===== src/rtl/obc_pkg.sv =====
package obc_pkg;
    typedef enum logic [2:0] {
        ST_IDLE,
        ST_LEAD,
        ST_BLACK,
        ST_GAP,
        ST_ACTIVE,
        ST_DONE
    } region_e;
endpackage


===== src/rtl/obc_sequencer.sv =====
module obc_sequencer
    import obc_pkg::*;
#(
    parameter int OB_START  = 23,
    parameter int OB_LEN    = 16,
    parameter int EFF_START = 44,
    parameter int EFF_LEN   = 5350
) (
    input  logic clk,
    input  logic rst_n,
    input  logic in_valid,
    input  logic in_sol,
    output logic acc_clr,
    output logic acc_en_main,
    output logic acc_en_sub,
    output logic commit,
    output logic pix_main,
    output logic pix_sub
);
    localparam int OB_END    = OB_START + OB_LEN;
    localparam int LAST_PAIR = EFF_START + EFF_LEN - 1;
    localparam int CW        = $clog2(LAST_PAIR + 2);
    localparam logic [CW-1:0] LEAD_LAST = CW'(OB_START - 1);
    localparam logic [CW-1:0] OB_LAST   = CW'(OB_END - 1);
    localparam logic [CW-1:0] GAP_LAST  = CW'(EFF_START - 1);
    localparam logic [CW-1:0] EFF_LAST  = CW'(LAST_PAIR);
    localparam region_e AFTER_BLACK = (EFF_START == OB_END) ? ST_ACTIVE : ST_GAP;

    region_e         state_q, state_d;
    logic [CW-1:0]   cnt_q, cnt_d;
    logic            side_q, side_d;   // 0 = main sample expected, 1 = sub
    logic            start, step;

    assign start = in_valid && in_sol;
    assign step  = in_valid && !in_sol && (state_q != ST_IDLE);

    // state register
    always_ff @(posedge clk or negedge rst_n) begin
        if (!rst_n) begin
            state_q <= ST_IDLE;
            cnt_q   <= '0;
            side_q  <= 1'b0;
        end else begin
            state_q <= state_d;
            cnt_q   <= cnt_d;
            side_q  <= side_d;
        end
    end

    // next state
    always_comb begin
        state_d = state_q;
        cnt_d   = cnt_q;
        side_d  = side_q;
        if (start) begin
            state_d = ST_LEAD;
            cnt_d   = '0;
            side_d  = 1'b1;
        end else if (step) begin
            side_d = ~side_q;
            if (side_q) begin
                if (state_q != ST_DONE) begin
                    cnt_d = cnt_q + 1'b1;
                end
                unique case (state_q)
                    ST_IDLE:   state_d = ST_IDLE;
                    ST_LEAD:   if (cnt_q == LEAD_LAST) state_d = ST_BLACK;
                    ST_BLACK:  if (cnt_q == OB_LAST)   state_d = AFTER_BLACK;
                    ST_GAP:    if (cnt_q == GAP_LAST)  state_d = ST_ACTIVE;
                    ST_ACTIVE: if (cnt_q == EFF_LAST)  state_d = ST_DONE;
                    ST_DONE:   state_d = ST_DONE;
                endcase
            end
        end
    end

    // outputs
    always_comb begin
        acc_clr     = start;
        acc_en_main = step && (state_q == ST_BLACK) && !side_q;
        acc_en_sub  = step && (state_q == ST_BLACK) &&  side_q;
        commit      = step && (state_q == ST_BLACK) &&  side_q && (cnt_q == OB_LAST);
        pix_main    = step && (state_q == ST_ACTIVE) && !side_q;
        pix_sub     = step && (state_q == ST_ACTIVE) &&  side_q;
    end
endmodule


===== src/rtl/obc_accum.sv =====
module obc_accum #(
    parameter int DW     = 12,
    parameter int OB_LEN = 16
) (
    input  logic                          clk,
    input  logic                          rst_n,
    input  logic                          clr,
    input  logic                          en,
    input  logic [DW-1:0]                 din,
    output logic [DW+$clog2(OB_LEN)-1:0]  sum_next
);
    localparam int SH = $clog2(OB_LEN);
    localparam int SW = DW + SH;

    logic [SW-1:0] sum_q;

    always_comb begin
        sum_next = en ? (sum_q + {{SH{1'b0}}, din}) : sum_q;
    end

    always_ff @(posedge clk or negedge rst_n) begin
        if (!rst_n)   sum_q <= '0;
        else if (clr) sum_q <= '0;
        else          sum_q <= sum_next;
    end
endmodule


===== src/rtl/obc_mismatch.sv =====
module obc_mismatch #(
    parameter int DW = 12
) (
    input  logic          clk,
    input  logic          rst_n,
    input  logic          clr,
    input  logic          commit,
    input  logic [DW-1:0] lvl_main,
    input  logic [DW-1:0] lvl_sub,
    input  logic [DW-1:0] limit,
    output logic [DW-1:0] diff,
    output logic          flag
);
    logic [DW-1:0] gap;

    always_comb begin
        gap = (lvl_main >= lvl_sub) ? (lvl_main - lvl_sub) : (lvl_sub - lvl_main);
    end

    always_ff @(posedge clk or negedge rst_n) begin
        if (!rst_n) begin
            diff <= '0;
            flag <= 1'b0;
        end else begin
            if (commit) begin
                diff <= gap;
                flag <= (gap > limit);
            end else if (clr) begin
                flag <= 1'b0;
            end
        end
    end
endmodule


===== src/rtl/dual_ob_clamp.sv =====
module dual_ob_clamp #(
    parameter int DW        = 12,
    parameter int OB_START  = 23,
    parameter int OB_LEN    = 16,
    parameter int EFF_START = 44,
    parameter int EFF_LEN   = 5350
) (
    input  logic          clk,
    input  logic          rst_n,
    input  logic          in_valid,
    input  logic          in_sol,
    input  logic [DW-1:0] in_data,
    input  logic [DW-1:0] mismatch_limit,
    output logic          main_valid,
    output logic [DW-1:0] main_data,
    output logic          sub_valid,
    output logic [DW-1:0] sub_data,
    output logic [DW-1:0] black_main,
    output logic [DW-1:0] black_sub,
    output logic [DW-1:0] black_diff,
    output logic          mismatch
);
    localparam int SH = $clog2(OB_LEN);
    localparam int SW = DW + SH;

    logic          acc_clr, acc_en_main, acc_en_sub, commit, pix_main, pix_sub;
    logic [1:0]    acc_en;
    logic [SW-1:0] sum_next [2];
    logic [DW-1:0] avg      [2];

    obc_sequencer #(
        .OB_START (OB_START),
        .OB_LEN   (OB_LEN),
        .EFF_START(EFF_START),
        .EFF_LEN  (EFF_LEN)
    ) u_seq (
        .clk        (clk),
        .rst_n      (rst_n),
        .in_valid   (in_valid),
        .in_sol     (in_sol),
        .acc_clr    (acc_clr),
        .acc_en_main(acc_en_main),
        .acc_en_sub (acc_en_sub),
        .commit     (commit),
        .pix_main   (pix_main),
        .pix_sub    (pix_sub)
    );

    assign acc_en = {acc_en_sub, acc_en_main};

    for (genvar g = 0; g < 2; g++) begin : g_row
        obc_accum #(.DW(DW), .OB_LEN(OB_LEN)) u_acc (
            .clk     (clk),
            .rst_n   (rst_n),
            .clr     (acc_clr),
            .en      (acc_en[g]),
            .din     (in_data),
            .sum_next(sum_next[g])
        );
        assign avg[g] = sum_next[g][SW-1:SH];
    end

    obc_mismatch #(.DW(DW)) u_mis (
        .clk     (clk),
        .rst_n   (rst_n),
        .clr     (acc_clr),
        .commit  (commit),
        .lvl_main(avg[0]),
        .lvl_sub (avg[1]),
        .limit   (mismatch_limit),
        .diff    (black_diff),
        .flag    (mismatch)
    );

    function automatic logic [DW-1:0] clamp_sub(input logic [DW-1:0] s, input logic [DW-1:0] b);
        return (s > b) ? (s - b) : '0;
    endfunction

    always_ff @(posedge clk or negedge rst_n) begin
        if (!rst_n) begin
            black_main <= '0;
            black_sub  <= '0;
        end else if (commit) begin
            black_main <= avg[0];
            black_sub  <= avg[1];
        end
    end

    always_ff @(posedge clk or negedge rst_n) begin
        if (!rst_n) begin
            main_valid <= 1'b0;
            sub_valid  <= 1'b0;
            main_data  <= '0;
            sub_data   <= '0;
        end else begin
            main_valid <= pix_main;
            sub_valid  <= pix_sub;
            if (pix_main) main_data <= clamp_sub(in_data, black_main);
            if (pix_sub)  sub_data  <= clamp_sub(in_data, black_sub);
        end
    end
endmodule


===== config.mk =====
export PLATFORM = sky130hd
export DESIGN_NAME = dual_ob_clamp
export DESIGN_NICKNAME = d
export VERILOG_FILES = /design/src/rtl/obc_pkg.sv /design/src/rtl/obc_sequencer.sv /design/src/rtl/obc_accum.sv /design/src/rtl/obc_mismatch.sv /design/src/rtl/dual_ob_clamp.sv
export SDC_FILE = /design/constraint.sdc
export NUM_CORES = 1
export LEC_CHECK = 0
export BUFFER_PORTS_ARGS = -buffer_cell sky130_fd_sc_hd__buf_2
export CAP_MARGIN = 0
export CORE_ASPECT_RATIO = 1.1
export CORE_MARGIN = 10
export CORE_UTILIZATION = 40
export DETAILED_ROUTE_END_ITERATION = 7
export GPL_ROUTABILITY_DRIVEN = 0
export PLACE_DENSITY = 0.64
export SYNTH_ARGS = -nofsm -noshare
export SYNTH_HDL_FRONTEND = slang
export SYNTH_SLANG_ARGS = --single-unit

===== constraint.sdc =====
create_clock -name clk -period 8.6 [get_ports clk]
set_input_delay 1.29 -clock clk [delete_from_list [all_inputs] [get_ports clk]]
set_output_delay 1.29 -clock clk [all_outputs]
set_load 0.005 [all_outputs]

Yosys cells after proc, flatten, opt, wreduce, memory -nomap -nowiden. Index checks and enable logic that the tools add are counted.

Add/subtract/negate cells: 7. Order comparisons: 4. Eq/ne operators: 14. Muxes and demuxes: 23. Bitwise operators: 1. Reductions and logical operators: 22.

Operators by type and width (number): $mux W16 (4); $mux W13 (4); $sub A12 B12 Y12 (4); $gt A12 B12 Y1 (3); $mux W12 (3); $add A16 B12 Y16 (2); $eq A13 B6 Y1 const B (2); $mux W3 (7); $pmux W3 S6 (1); $add A13 B1 Y13 const B (1); $eq A13 B13 Y1 const B (1); $eq A13 B5 Y1 const B (1); $ge A12 B12 Y1 (1); $ne A3 B2 Y1 const B (4); $reduce_bool A2 Y1 (6); $logic_and A1 B1 Y1 (10); $eq A3 B2 Y1 const B (2); $eq A3 B3 Y1 const B (2); $reduce_and A6 Y1 (1); $mux W1 (4); $eq A3 B1 Y1 const B (1); $logic_not A3 Y1 (1); $ne A3 B3 Y1 const B (1); $reduce_and A3 Y1 (1); other kinds (3) (4).

Register bits after elaboration: 112. Bits of input ports: 28. Output and inout port bits: 63. Word-level logic and storage cells: 86.

Logic depth before layout (Yosys ltp).
Word-level depth: 10. Gate-level depth with buffers: 34. Gate-level depth less buffers: 32.

Cells and area by module. A second synthesis with hierarchy kept.

Cell total of the unflattened synthesis: 980. Area total of the unflattened synthesis: 8864.8 µm².

By module, submodules not included: dual_ob_clamp (times used 1, cells each 331, area an instance 2997.9 µm², sequential area each 1251.2 µm²); obc_accum (times used 2, cells each 151, area an instance 1425.1 µm², sequential area each 400.4 µm²); obc_mismatch (times used 1, cells each 218, area an instance 1876.8 µm², sequential area each 325.3 µm²); obc_sequencer (times used 1, cells each 129, area an instance 1139.8 µm², sequential area each 425.4 µm²).

Worst setup path before layout. OpenSTA, ideal clock, no wires.

Path kind: input to register. Start: input port in_data[1]. End: register u_mis.flag. Setup time: 0.135 ns. Data arrival time: 6.616 ns. Required time: 8.465 ns. Path slack: 1.849 ns. Stages on the path: 32. Path buffers: 2. Cell sequence: ha_1 > a21o_1 > a21oi_1 > o21bai_1 > a2111oi_0 > or4_1 > a41oi_1 > a21oi_1 > nor2_1 > xnor2_1 > ha_1 > clkbuf_1 > a21o_1 > a211o_1 > nand2b_1 > o21ai_0 > inv_1 > o21a_1 > buf_6 > mux2i_1 > nor3_1 > nor2_1 > ha_1 > a21o_1 > a21o_1 > a21oi_1 > nor2b_1 > o21ai_0 > nand2_1 > a21o_1 > a21oi_1 > o31ai_1.

Word-level cells in the longest chain between the ends: 6. Elaborated cells on any way between the ends: 10. Classes of those cells: add/sub: 4; order compare: 2; mux: 4.

RTL lines: start: declaration (line dual_ob_clamp.sv:12) `input logic [DW-1:0] in_data,`; $add A16 B12 Y16 (line obc_accum.sv:18) `sum_next = en ? (sum_q + {{SH{1'b0}}, din}) : sum_q;`; $mux W16 (line obc_accum.sv:18); $sub A12 B12 Y12 / $ge A12 B12 Y1 (equally long branches) (line obc_mismatch.sv:17) `gap = (lvl_main >= lvl_sub) ? (lvl_main - lvl_sub) : (lvl_sub - lvl_main);`; $mux W12 * (line obc_mismatch.sv:17); via u_mis.gap[5] (line obc_mismatch.sv:14) `logic [DW-1:0] gap;`; $gt A12 B12 Y1 * (line obc_mismatch.sv:27) `flag <= (gap > limit);`; $mux W1 * (line obc_mismatch.sv:25) `if (commit) begin`; end signal: assignment (line obc_mismatch.sv:27); end: declaration (line obc_mismatch.sv:12) `output logic flag`.

Mark *: on every way through the listed nets, which the timed path passes. The rest lies on a longest branch. The select of a mux whose other input is x is not followed. A chain may end at the register's enable or synchronous reset.

Worst setup path in the final report. Ends and elaborated chain as after synthesis.

==> results.yml <==
outcome:
  status: "finished, final reports clean"
setup_path:
  end_kind: "register"
  start_kind: "primary input"
  critPathMaxFanout: 9
  required_ps: 8820
  crit_type: "in2reg"
  cpPeakStageDelay_ps: 670
  cp_slowest_cell: "a2111oi_0"
  path_common_cell: "a21o_1"
  crit_arrival_ps: 7630
route:
  wirelength_mm: 21.5
  drc: 0
  viasPerCell: 5.43
  first_pass_iters: 5
  vias: 6915
  ant_nets: 0
  first_iter_violations: 412
  wl_per_cell_um: 16.9
timing:
  relSlewSlack: 0.378
  timing.final.crit_share: 0.862
  setup_slack_ps: 1180
  min_period_ps: 7420
  worst_pin_slew_ps: 933
  setup-violations-final: 0
  hold_viol_final: 0
  skew_ps: 16.7
  finalSetupTns_ps: 0
  rsz0062_at_grt: "no"
  slew_viol_final: 0
  fmax_mhz: 135
grt:
  grt_max_degree: 75
  track_usage: 0.163
  grt_pass1_wl_mm: 35.4
  grt_pass1_vias: 7000
  antenna_found_initial: 0
  overflow: 0
clock_network:
  cts_htree_levels: 3
  clock_latency_ps: 360
  cts_setup_buffers: 0
  cts_resized: 0
  cts_buffer_depth: 2
  cts-buffers-inserted: 9
  cts_root_buf: "clkbuf_16"
  cts.sinks: 112
  ctsHoldBuffers: 0
  path_clk_slew_ps: 90
  cts_tree: "done"
placement:
  placed_area_sq_um: 8900
  port-buffer-count: 90
  placed_cells: 1258
  dpl.hpwl_mm: 16.8
  pre_cts_slack_ps: 864
synthesis:
  synth_fa_ha_area_frac: 0.144
  synthXorXnorAreaFrac: 0.0650
  yosys_most_used_dff: "dfrtp_1"
  synth_top_area_share: 0.341
  synthMuxAreaShare: 0.0352
  synthCells: 941
  synthSimpleGateAreaFrac: 0.189
  async_reset_ff_frac: 1.00
  synth.yosys.seq_area_share: 0.341
  yosysWarnings: 0
  synth_area_sq_um: 8220
  synth_top_family_by_area: "simple AND/OR/NAND/NOR gates"
  synth-compound-area-share: 0.174
  syn_avg_cell_area_sq_um: 8.74
  synth_top_cell_by_area: "dfrtp_1"
  syn_nets: 1059
  synthTopCellsByArea: "dfrtp_1, ha_1, o21ai_0, nand2_1, nor2_1"
  ys_ff_latch: 112
  synth_edf_count: 0
  yosysUniqueCellTypes: 73
power_and_ir_drop:
  finalPower_mw: 1.18
  powerDensity_nw_per_um2: 128
  p_leak_nw: 4.68
  peakVddDrop_mv: 0.0912
floorplan:
  initial_core_util: 0.411
  die_w_um: 157
  io_pins: 91
  core_sq_um: 20000
  die_area_sq_um: 26700
  rows: 54
  die_y_um: 170
cells_and_area:
  final_nets: 1135
  syn_to_final_growth_pct: 12.3
  fin_cells: 1274
  finalInstanceArea_sq_um: 9230
  antenna_cells: 0
  drive_gt1_frac: 0.131
flow_run:
  cap_violations: 0
worst_hold_path:
  min_path_type: "reg2reg"
flip-flops by register name, summed over array words and instances (netlist names), 3 cells and up:
register,count
main_data,12
g_row.u_acc.sum_q,32
black_main,12
sub_data,12
black_sub,12
u_mis.diff,12
u_seq.cnt_q,13
u_seq.state_q,3
report_power, final:
| part | total, mW | internal [mW] | switching, mW |
|---|---|---|---|
| registers | 0.558 | 0.537 | 0.0205 |
| logic | 0.148 | 0.0611 | 0.0873 |
| clock network | 0.474 | 0.260 | 0.214 |
| total | 1.18 | 0.858 | 0.322 |
kinds of logic (layout without fill, tap and decap cells):
group,after synthesis,after routing
AOI/OAI and AO/OA,220,220
and+or+nand+nor,318,318
DFF,112,112
buffers and inverters,111,192
muxes,28,28
adders and majority gates,91,91
xor gates and xnor gates,61,61
cell usage after synthesis (4+ instances only):
| cell type | instances |
|---|---|
| nor3_1 | 14 |
| a21o_1 | 28 |
| mux2i_1 | 21 |
| a22o_1 | 4 |
| o21ai_0 | 75 |
| xnor2_1 | 33 |
| clkbuf_1 | 23 |
| a221oi_1 | 8 |
| mux2_2 | 7 |
| nand2_1 | 99 |
| nor4_1 | 4 |
| fa_1 | 6 |
| a211oi_1 | 6 |
| nand2b_1 | 13 |
| o21a_1 | 5 |
| a31oi_1 | 6 |
| and2_1 | 7 |
| nand4_1 | 12 |
| nor3b_1 | 4 |
| buf_2 | 4 |
| inv_1 | 81 |
| o21bai_1 | 7 |
| dfrtp_1 | 112 |
| and3_1 | 5 |
| nor2b_1 | 12 |
| or3_1 | 5 |
| a21oi_1 | 39 |
| nand3_1 | 25 |
| xor2_1 | 28 |
| ha_1 | 84 |
| nor2_1 | 93 |
| nand3b_1 | 5 |
| o31ai_1 | 4 |
area by class of cell:
cell class / count / area, sq um
clock buffers: 9 / 225
well taps: 252 / 315
repair buffers: 95 / 490
clock inverters: 7 / 105
flip-flops and latches: 112 / 2800
fillers: 1989 / 10800
multi-input cells: 718 / 4990
inverters: 81 / 304
worst max-delay path: cells and delay by family:
| family | cells | cell delay [ps] |
|---|---|---|
| fa+ha+maj | 3 | 1070 |
| mux | 1 | 280 |
| buf+inv | 2 | 310 |
| simple gates | 6 | 790 |
| compound gates | 19 | 3750 |
| xor+xnor | 1 | 160 |
layer usage:
| metal | track usage | wire length (um) | part of all wire | vias to the layer above |
|---|---|---|---|---|
| met5 | 0 | 0 | 0 | - |
| met2 | 0.274 | 9920 | 0.46 | 182 |
| li1 | - | - | - | 3424 |
| met3 | 0.0295 | 1300 | 0.060 | 35 |
| met1 | 0.208 | 9780 | 0.45 | 3274 |
| met4 | 0.0550 | 544 | 0.025 | 0 |
layout by cell type (no fill, tap or decap), drive strengths merged, types with 28 or more instances in the layout:
cell type and count:
dfrtp 112, nand2 100, buf 95, nor2 94, ha 84, inv 82
o21ai 79, a21oi 39, xnor2 33, a21o 28, xor2 28
through the flow:
stage | utilization | hold WS (ps)
2_1_floorplan | - | 470
3_3_place_gp | 0.445 | 457
3_5_place_dp | 0.445 | 465
4_1_cts | 0.462 | 483
5_1_grt | 0.462 | 496
6_report | 0.462 | 478
worst paths after layout:
path,slack (ps),endpoint,start,depth (start not counted)
worst max-delay path,1180,u_mis.flag,in_data[1],32
worst min register to register,480,main_data[0],main_data[0],2
worst min-delay path,480,main_data[0],main_data[0],2
max in group asynchronous,6460,u_mis.diff[1],rst_n,2
worst max register to register,1910,u_mis.flag,g_row[0].u_acc.sum_q[1],31
min in group asynchronous,1060,main_data[0],rst_n,1
Power figures use the tool's default switching activity.
